## src/rtl/gint_pkg.sv

```systemverilog
package gint_pkg;
  typedef enum logic [1:0] {
    PH_IDLE  = 2'd0,
    PH_INTEG = 2'd1,
    PH_HOLD  = 2'd2,
    PH_DUMP  = 2'd3
  } phase_e;

  localparam logic [1:0] ADR_GATE = 2'd0;
  localparam logic [1:0] ADR_HOLD = 2'd1;
  localparam logic [1:0] ADR_DUMP = 2'd2;
  localparam logic [1:0] ADR_BIAS = 2'd3;
endpackage

```

## src/rtl/gint_cfg.sv

```systemverilog
module gint_cfg
  import gint_pkg::*;
#(
  parameter int WD_W     = 16,
  parameter int GATE_MIN = 20,
  parameter int GATE_MAX = 1100,
  parameter int GATE_DEF = 100,
  parameter int GATE_W   = 11,
  parameter int DUR_W    = 8,
  parameter int HOLD_DEF = 4,
  parameter int DUMP_DEF = 4,
  parameter int BIAS_W   = 6,
  parameter int BIAS_DEF = 32
) (
  input  logic              clk,
  input  logic              rst_n,
  input  logic              we,
  input  logic [1:0]        addr,
  input  logic [WD_W-1:0]   wdata,
  output logic [GATE_W-1:0] gate_len,
  output logic [DUR_W-1:0]  hold_len,
  output logic [DUR_W-1:0]  dump_len,
  output logic [BIAS_W-1:0] bias
);
  localparam logic [WD_W-1:0] LO = WD_W'(GATE_MIN);
  localparam logic [WD_W-1:0] HI = WD_W'(GATE_MAX);

  logic [GATE_W-1:0] gate_clamped;
  logic [DUR_W-1:0]  dur_fixed;
  logic              gate_en, hold_en, dump_en, bias_en;

  always_comb begin
    if (wdata < LO)      gate_clamped = GATE_W'(GATE_MIN);
    else if (wdata > HI) gate_clamped = GATE_W'(GATE_MAX);
    else                 gate_clamped = wdata[GATE_W-1:0];
    dur_fixed = (wdata[DUR_W-1:0] == '0) ? DUR_W'(1) : wdata[DUR_W-1:0];
    gate_en = we && (addr == ADR_GATE);
    hold_en = we && (addr == ADR_HOLD);
    dump_en = we && (addr == ADR_DUMP);
    bias_en = we && (addr == ADR_BIAS);
  end

  always_ff @(posedge clk or negedge rst_n) begin
    if (!rst_n) begin
      gate_len <= GATE_W'(GATE_DEF);
      hold_len <= DUR_W'(HOLD_DEF);
      dump_len <= DUR_W'(DUMP_DEF);
      bias     <= BIAS_W'(BIAS_DEF);
    end else begin
      if (gate_en) gate_len <= gate_clamped;
      if (hold_en) hold_len <= dur_fixed;
      if (dump_en) dump_len <= dur_fixed;
      if (bias_en) bias     <= wdata[BIAS_W-1:0];
    end
  end

  assert_gate_in_window_R3: assert property (@(posedge clk) disable iff (!rst_n)
    (gate_len >= GATE_W'(GATE_MIN)) && (gate_len <= GATE_W'(GATE_MAX)));
  assert_dur_nonzero_R4: assert property (@(posedge clk) disable iff (!rst_n)
    (hold_len != '0) && (dump_len != '0));
endmodule

```

## src/rtl/gint_edge.sv

```systemverilog
module gint_edge (
  input  logic clk,
  input  logic rst_n,
  input  logic level,
  output logic rise
);
  logic level_q;

  always_ff @(posedge clk or negedge rst_n) begin
    if (!rst_n) level_q <= 1'b0;
    else        level_q <= level;
  end

  assign rise = level && !level_q;
endmodule

```

## src/rtl/gint_seq.sv

```systemverilog
module gint_seq
  import gint_pkg::*;
#(
  parameter int GATE_W = 11,
  parameter int DUR_W  = 8
) (
  input  logic              clk,
  input  logic              rst_n,
  input  logic              start,
  input  logic [GATE_W-1:0] gate_len,
  input  logic [DUR_W-1:0]  hold_len,
  input  logic [DUR_W-1:0]  dump_len,
  output phase_e            phase,
  output logic              integ_en,
  output logic              conv_strobe,
  output logic              int_rst,
  output logic              busy,
  output logic              ignored
);
  localparam int CNT_W = (GATE_W > DUR_W) ? GATE_W : DUR_W;

  phase_e           state_q, state_nx;
  logic [CNT_W-1:0] cnt_q, cnt_nx;
  logic             last;

  assign last = (cnt_q == '0);

  always_comb begin
    state_nx = state_q;
    cnt_nx   = cnt_q;
    unique case (state_q)
      PH_IDLE: if (start) begin
        state_nx = PH_INTEG;
        cnt_nx   = CNT_W'(gate_len - 1'b1);
      end
      PH_INTEG: if (last) begin
        state_nx = PH_HOLD;
        cnt_nx   = CNT_W'(hold_len - 1'b1);
      end else cnt_nx = cnt_q - 1'b1;
      PH_HOLD: if (last) begin
        state_nx = PH_DUMP;
        cnt_nx   = CNT_W'(dump_len - 1'b1);
      end else cnt_nx = cnt_q - 1'b1;
      PH_DUMP: if (last) state_nx = PH_IDLE;
        else cnt_nx = cnt_q - 1'b1;
      default: state_nx = PH_IDLE;
    endcase
  end

  always_ff @(posedge clk or negedge rst_n) begin
    if (!rst_n) begin
      state_q     <= PH_IDLE;
      cnt_q       <= '0;
      integ_en    <= 1'b0;
      conv_strobe <= 1'b0;
      int_rst     <= 1'b0;
      busy        <= 1'b0;
    end else begin
      state_q     <= state_nx;
      cnt_q       <= cnt_nx;
      integ_en    <= (state_nx == PH_INTEG);
      conv_strobe <= (state_nx == PH_HOLD);
      int_rst     <= (state_nx == PH_DUMP);
      busy        <= (state_nx != PH_IDLE);
    end
  end

  assign phase   = state_q;
  assign ignored = start && (state_q != PH_IDLE);

  assert_gate_then_hold_R4: assert property (@(posedge clk) disable iff (!rst_n)
    $fell(integ_en) |-> conv_strobe);
  assert_hold_then_dump_R5: assert property (@(posedge clk) disable iff (!rst_n)
    $fell(conv_strobe) |-> int_rst);
  assert_dump_then_idle_R6: assert property (@(posedge clk) disable iff (!rst_n)
    $fell(int_rst) |-> (!busy && phase == PH_IDLE));
  assert_busy_onehot_R7: assert property (@(posedge clk) disable iff (!rst_n)
    $onehot0({integ_en, conv_strobe, int_rst}) &&
    (busy == (integ_en || conv_strobe || int_rst)));
  assert_ignored_keeps_phase_R8: assert property (@(posedge clk) disable iff (!rst_n)
    (ignored && !last) |=> (phase == $past(phase)));
endmodule

```

## src/rtl/gint_pileup.sv

```systemverilog
module gint_pileup #(
  parameter int CNT_W = 8
) (
  input  logic             clk,
  input  logic             rst_n,
  input  logic             hit,
  output logic [CNT_W-1:0] count
);
  logic             inc_en;
  logic [CNT_W-1:0] count_nx;

  always_comb begin
    inc_en   = hit && (count != '1);
    count_nx = count + 1'b1;
  end

  always_ff @(posedge clk or negedge rst_n) begin
    if (!rst_n)      count <= '0;
    else if (inc_en) count <= count_nx;
  end

  assert_pileup_step_R8: assert property (@(posedge clk) disable iff (!rst_n)
    (hit && count != '1) |=> (count == $past(count) + 1'b1));
  assert_pileup_hold_R8: assert property (@(posedge clk) disable iff (!rst_n)
    (!hit || count == '1) |=> $stable(count));
endmodule

```

## src/rtl/gint_ctrl.sv

```systemverilog
module gint_ctrl
  import gint_pkg::*;
#(
  parameter int WD_W     = 16,
  parameter int GATE_MIN = 20,
  parameter int GATE_MAX = 1100,
  parameter int GATE_DEF = 100,
  parameter int DUR_W    = 8,
  parameter int HOLD_DEF = 4,
  parameter int DUMP_DEF = 4,
  parameter int BIAS_W   = 6,
  parameter int BIAS_DEF = 32,
  parameter int PILE_W   = 8
) (
  input  logic              clk,
  input  logic              rst_n,
  input  logic              disc,
  input  logic              cfg_we,
  input  logic [1:0]        cfg_addr,
  input  logic [WD_W-1:0]   cfg_wdata,
  output logic              integ_en,
  output logic              conv_strobe,
  output logic              int_rst,
  output logic              busy,
  output logic [1:0]        phase,
  output logic [BIAS_W-1:0] bias_code,
  output logic [PILE_W-1:0] pileup_cnt
);
  localparam int GATE_W = $clog2(GATE_MAX + 1);

  logic              disc_rise, ignored;
  logic [GATE_W-1:0] gate_len;
  logic [DUR_W-1:0]  hold_len, dump_len;
  phase_e            phase_s;

  gint_cfg #(
    .WD_W(WD_W), .GATE_MIN(GATE_MIN), .GATE_MAX(GATE_MAX), .GATE_DEF(GATE_DEF),
    .GATE_W(GATE_W), .DUR_W(DUR_W), .HOLD_DEF(HOLD_DEF), .DUMP_DEF(DUMP_DEF),
    .BIAS_W(BIAS_W), .BIAS_DEF(BIAS_DEF)
  ) u_cfg (
    .clk(clk), .rst_n(rst_n), .we(cfg_we), .addr(cfg_addr), .wdata(cfg_wdata),
    .gate_len(gate_len), .hold_len(hold_len), .dump_len(dump_len), .bias(bias_code)
  );

  gint_edge u_edge (.clk(clk), .rst_n(rst_n), .level(disc), .rise(disc_rise));

  gint_seq #(.GATE_W(GATE_W), .DUR_W(DUR_W)) u_seq (
    .clk(clk), .rst_n(rst_n), .start(disc_rise),
    .gate_len(gate_len), .hold_len(hold_len), .dump_len(dump_len),
    .phase(phase_s), .integ_en(integ_en), .conv_strobe(conv_strobe),
    .int_rst(int_rst), .busy(busy), .ignored(ignored)
  );

  gint_pileup #(.CNT_W(PILE_W)) u_pile (
    .clk(clk), .rst_n(rst_n), .hit(ignored), .count(pileup_cnt)
  );

  assign phase = phase_s;

  assert_start_needs_edge_R2: assert property (@(posedge clk) disable iff (!rst_n)
    $rose(integ_en) |-> $past(disc_rise));
  assert_level_no_restart_R9: assert property (@(posedge clk) disable iff (!rst_n)
    (phase_s == PH_IDLE && !disc_rise) |=> !busy);
endmodule

```

## config.mk

```make
export PLATFORM = sky130hd
export DESIGN_NAME = gint_ctrl
export DESIGN_NICKNAME = d
export VERILOG_FILES = /design/src/rtl/gint_pkg.sv /design/src/rtl/gint_cfg.sv /design/src/rtl/gint_edge.sv /design/src/rtl/gint_seq.sv /design/src/rtl/gint_pileup.sv /design/src/rtl/gint_ctrl.sv
export SDC_FILE = /design/constraint.sdc
export NUM_CORES = 1
export LEC_CHECK = 0
export BUFFER_PORTS_ARGS = -buffer_cell sky130_fd_sc_hd__buf_4
export CORE_MARGIN = 4
export CORE_UTILIZATION = 50
export DETAILED_ROUTE_END_ITERATION = 16
export PLACE_DENSITY = 0.76
export SYNTH_ARGS = -nofsm -noshare
export SYNTH_HDL_FRONTEND = slang
export SYNTH_SLANG_ARGS = --single-unit
```

## constraint.sdc

```tcl
create_clock -name clk -period 3.1 [get_ports clk]
set_input_delay 0.31 -clock clk [delete_from_list [all_inputs] [get_ports clk]]
set_output_delay 0.31 -clock clk [all_outputs]
set_load 0.005 [all_outputs]
```

==> flow_summary.json <==
{
  "finalClockSkew_ns": 0.0104,
  "min-delay-path-class": "input port to async pin",
  "timing.setup.critical_path_class": "flip-flop to flip-flop",
  "rr_worst_depth": 8,
  "final_net_count": 417,
  "clockPowerShare_pct": 32.2,
  "synthDominantCellAreaShare_pct": 40.4,
  "rr_startpoint": "u_seq.cnt_q[0]$_DFFE_PN0P_",
  "drcViolationCount": 0,
  "fin_setup_tns_ns": 0,
  "floorplan.rows": 29,
  "synth_top_cell_by_area": "sky130_fd_sc_hd__dfrtp_1",
  "power.ir.vdd_worst_mv": 0.405,
  "place.port_buffers": 41,
  "design.core.area_sq_um": 6350,
  "startpoint_class_of_the_critical_path": "flip-flop",
  "tritoncts_clock_tree": "yes",
  "clkSinkCount": 59,
  "worst_setup_path_end_kind": "flip-flop",
  "p_comb_share_pct": 17.6,
  "ctsHtreeMaxLevel": 3,
  "area_growth_syn_to_layout_pct": 16.9,
  "synth_async_sr_flop_share_pct": 100,
  "power.static_leakage_uw": 0.00164,
  "post_synth_edffs": 0,
  "grt_first_pass_wirelength_um": 13000,
  "layout.cells.most_common_list": "53 x sky130_fd_sc_hd__dfrtp_1, 47 x sky130_fd_sc_hd__nand2_1, 42 x sky130_fd_sc_hd__buf_4",
  "detailedRoute.firstPassIterationCount": 4,
  "required_time_worst_endpoint_ns": 3.31,
  "report.final.setup_viol": 0,
  "cts_hold_buffers": 0,
  "hpwl_um": 5710,
  "die_w_um": 89.0,
  "num_ports": 42,
  "rsz0062_at_grt": "no",
  "routed_wl_um": 7620,
  "finalHoldViolations": 0,
  "result_of_the_run": "completed",
  "worstPathArrival_ns": 2.60,
  "slew-limit-headroom_pct": 52.4,
  "p_seq_share_pct": 50.2,
  "cts_resized": 0,
  "most_common_library_cell_in_the_layout_ignoring_fill_and_taps": "sky130_fd_sc_hd__dfrtp_1",
  "crit_path_max_fanout": 15,
  "gp_congestion": 0.907,
  "overflow": 0,
  "final_layout_size_suffix_gt1_share_pct": 22.5,
  "avgSynthCellArea_sq_um": 9.49,
  "synth_area_leaders": "sky130_fd_sc_hd__dfrtp_1 40%, sky130_fd_sc_hd__nand2_1 5.4%, sky130_fd_sc_hd__dfstp_2 4.8%",
  "netlist-cell-type-count": 54,
  "instances_no_fill": 472,
  "grt_antenna_before_repair": 0,
  "via_count_of_the_first_global_routing_pass": 2641,
  "maxClockFrequency_ghz": 0.417,
  "route.detailed.wl_per_inst_um": 16.1,
  "final.period_utilization_pct": 77.3,
  "clkTransAtPathRegs_ns": 0.08,
  "maximum_number_of_pins_on_one_net_before_global_route_repair": 60,
  "reg_to_reg_end": "u_seq.cnt_q[9]$_DFFE_PN0P_",
  "reg2reg_slack_ns": 0.70,
  "floorplan.die.height_um": 89.0,
  "postSynth.topFlopCell": "sky130_fd_sc_hd__dfrtp_1",
  "cts_buffers": 9,
  "cts.root.buffer_cell": "sky130_fd_sc_hd__clkbuf_8",
  "numPlacedInstances": 456,
  "netSwitchingPower_uw": 613,
  "worst-slew-pin-transition_ns": 0.714,
  "routed_via_density": 5.78,
  "synthesis.nets": 373,
  "post-layout-total-power_uw": 1970,
  "maximum_clock_insertion_buffer_count": 2,
  "drt_iter0_drc": 191,
  "drv_slew": 0,
  "synthesis.yosys.warnings": 0,
  "ys_seq_elements": 59,
  "track_usage_pct": 21.4,
  "yosysSeqAreaShare_pct": 45.2,
  "syn_area_sq_um": 3280,
  "p_int_uw": 1360,
  "fp.dieArea_sq_um": 7920,
  "p_per_area_nw_per_um2": 515,
  "via_count": 2730,
  "max_cap_viol_count": 0,
  "antenna_cells": 0,
  "clk_latency_ns": 0.34,
  "finalWorstPathRequiredPeriod_ns": 2.40,
  "post_synth_inst_count": 346,
  "post-cts-setup-buffer-count": 0,
  "initial_core_util_pct": 51.7,
  "antenna_violating_nets_left": 0,
  "netSwitchingFraction_pct": 31.1
}
[state kept, by name (all words and copies together), names as in the netlist, 2 cells and up]
name and count:
u_cfg.bias 6, u_cfg.dump_len 8, u_cfg.gate_len 11, u_cfg.hold_len 8, u_pile.count 8, u_seq.cnt_q 11, u_seq.phase 2
[worst max-delay path by stage]
| stage | from | to | slack (ns) | cells after the start |
|---|---|---|---|---|
| 3_5_place_dp | u_seq.cnt_q[0]$_DFFE_PN0P_ | u_seq.cnt_q[9]$_DFFE_PN0P_ | 0.71 | 8 |
| 4_1_cts | u_seq.cnt_q[0]$_DFFE_PN0P_ | u_seq.cnt_q[9]$_DFFE_PN0P_ | 0.69 | 8 |
| 6_report | u_seq.cnt_q[0]$_DFFE_PN0P_ | u_seq.cnt_q[9]$_DFFE_PN0P_ | 0.70 | 8 |
| 2_1_floorplan | u_seq.cnt_q[0]$_DFFE_PN0P_ | u_seq.cnt_q[9]$_DFFE_PN0P_ | 1.11 | 8 |
| 5_1_grt | u_seq.cnt_q[0]$_DFFE_PN0P_ | u_seq.cnt_q[9]$_DFFE_PN0P_ | 0.46 | 8 |
| 3_3_place_gp | u_seq.cnt_q[0]$_DFFE_PN0P_ | u_seq.cnt_q[9]$_DFFE_PN0P_ | 0.75 | 8 |
[Yosys cell counts, drive strengths merged, types with 2 or more instances]
master,count
o21ai,24
o31a,2
a31oi,3
nand2,48
dfrtp,53
mux2,14
xor2,14
o22ai,12
xnor2,15
a21oi,13
o21a,3
nor3,16
nor2,27
nor4,5
dfstp,6
nand2b,4
o211ai,5
or3,2
clkbuf,9
a211oi,4
nand4,4
o31ai,4
nor3b,4
nand3b,3
a41oi,2
and2,2
clkinv,2
a21boi,2
ha,5
inv,15
a22o,5
o41ai,2
nand3,4
[area by class of cell]
class | count | area (sq um)
Fill cell | 537 | 2510
Multi-Input combinational cell | 261 | 1700
Sequential cell | 59 | 1480
Timing Repair Buffer | 42 | 315
Clock buffer | 9 | 124
Tap cell | 77 | 96.3
Inverter | 17 | 63.8
Clock inverter | 7 | 52.6
[stage by stage]
step	worst slack, ns	instance area (sq um)	hold WS, ns	utilization, %
2_1_floorplan	1.11	3280	0.0144	-
3_3_place_gp	0.753	3660	0.419	57.6
3_5_place_dp	0.709	3660	0.425	57.6
4_1_cts	0.694	3840	0.0441	60.4
5_1_grt	0.457	3840	0.0575	60.4
6_report	0.702	3840	0.0160	60.4
[critical path, stage by stage, from the launching register on]
cell and delay, ns:
sky130_fd_sc_hd__dfrtp_1 0.42, sky130_fd_sc_hd__inv_1 0.09, sky130_fd_sc_hd__ha_1 0.17, sky130_fd_sc_hd__nor3b_2 0.34, sky130_fd_sc_hd__nand4_2 0.39, sky130_fd_sc_hd__a211oi_1 0.41
sky130_fd_sc_hd__a31oi_1 0.12, sky130_fd_sc_hd__a211oi_1 0.26, sky130_fd_sc_hd__a211oi_1 0.06
[cells by family (layout without fill, tap and decap cells)]
| group | after synthesis | count (layout) | share of synthesized area (%) |
|---|---|---|---|
| AND/OR/NAND/NOR | 125 | 125 | 19.5 |
| adder cells (fa/ha/maj) | 5 | 5 | 1.91 |
| XOR/XNOR | 29 | 29 | 7.74 |
| buffers and inverters | 26 | 75 | 2.97 |
| flip-flops | 59 | 59 | 45.2 |
| AO/OA/AOI/OAI | 88 | 88 | 17.9 |
| multiplexers | 14 | 14 | 4.80 |
[routing by layer]
layer | share of wire (%) | vias up | GRT usage (%)
li1 | - | 1331 | -
met1 | 46 | 1294 | 29.8
met2 | 47 | 94 | 32.8
met3 | 5.3 | 11 | 5.62
met4 | 1.8 | 0 | 7.04
met5 | 0 | - | 0
[power groups by stage]
stage / Clock (uW) / Sequential (uW) / Combinational (uW)
detailed placement: 0 / 1000 / 352
CTS: 652 / 988 / 354
global route: 696 / 1010 / 394
floorplan: 0 / 980 / 192
finish: 635 / 991 / 348
global placement: 0 / 997 / 346
(Power assumes the default switching activity.)
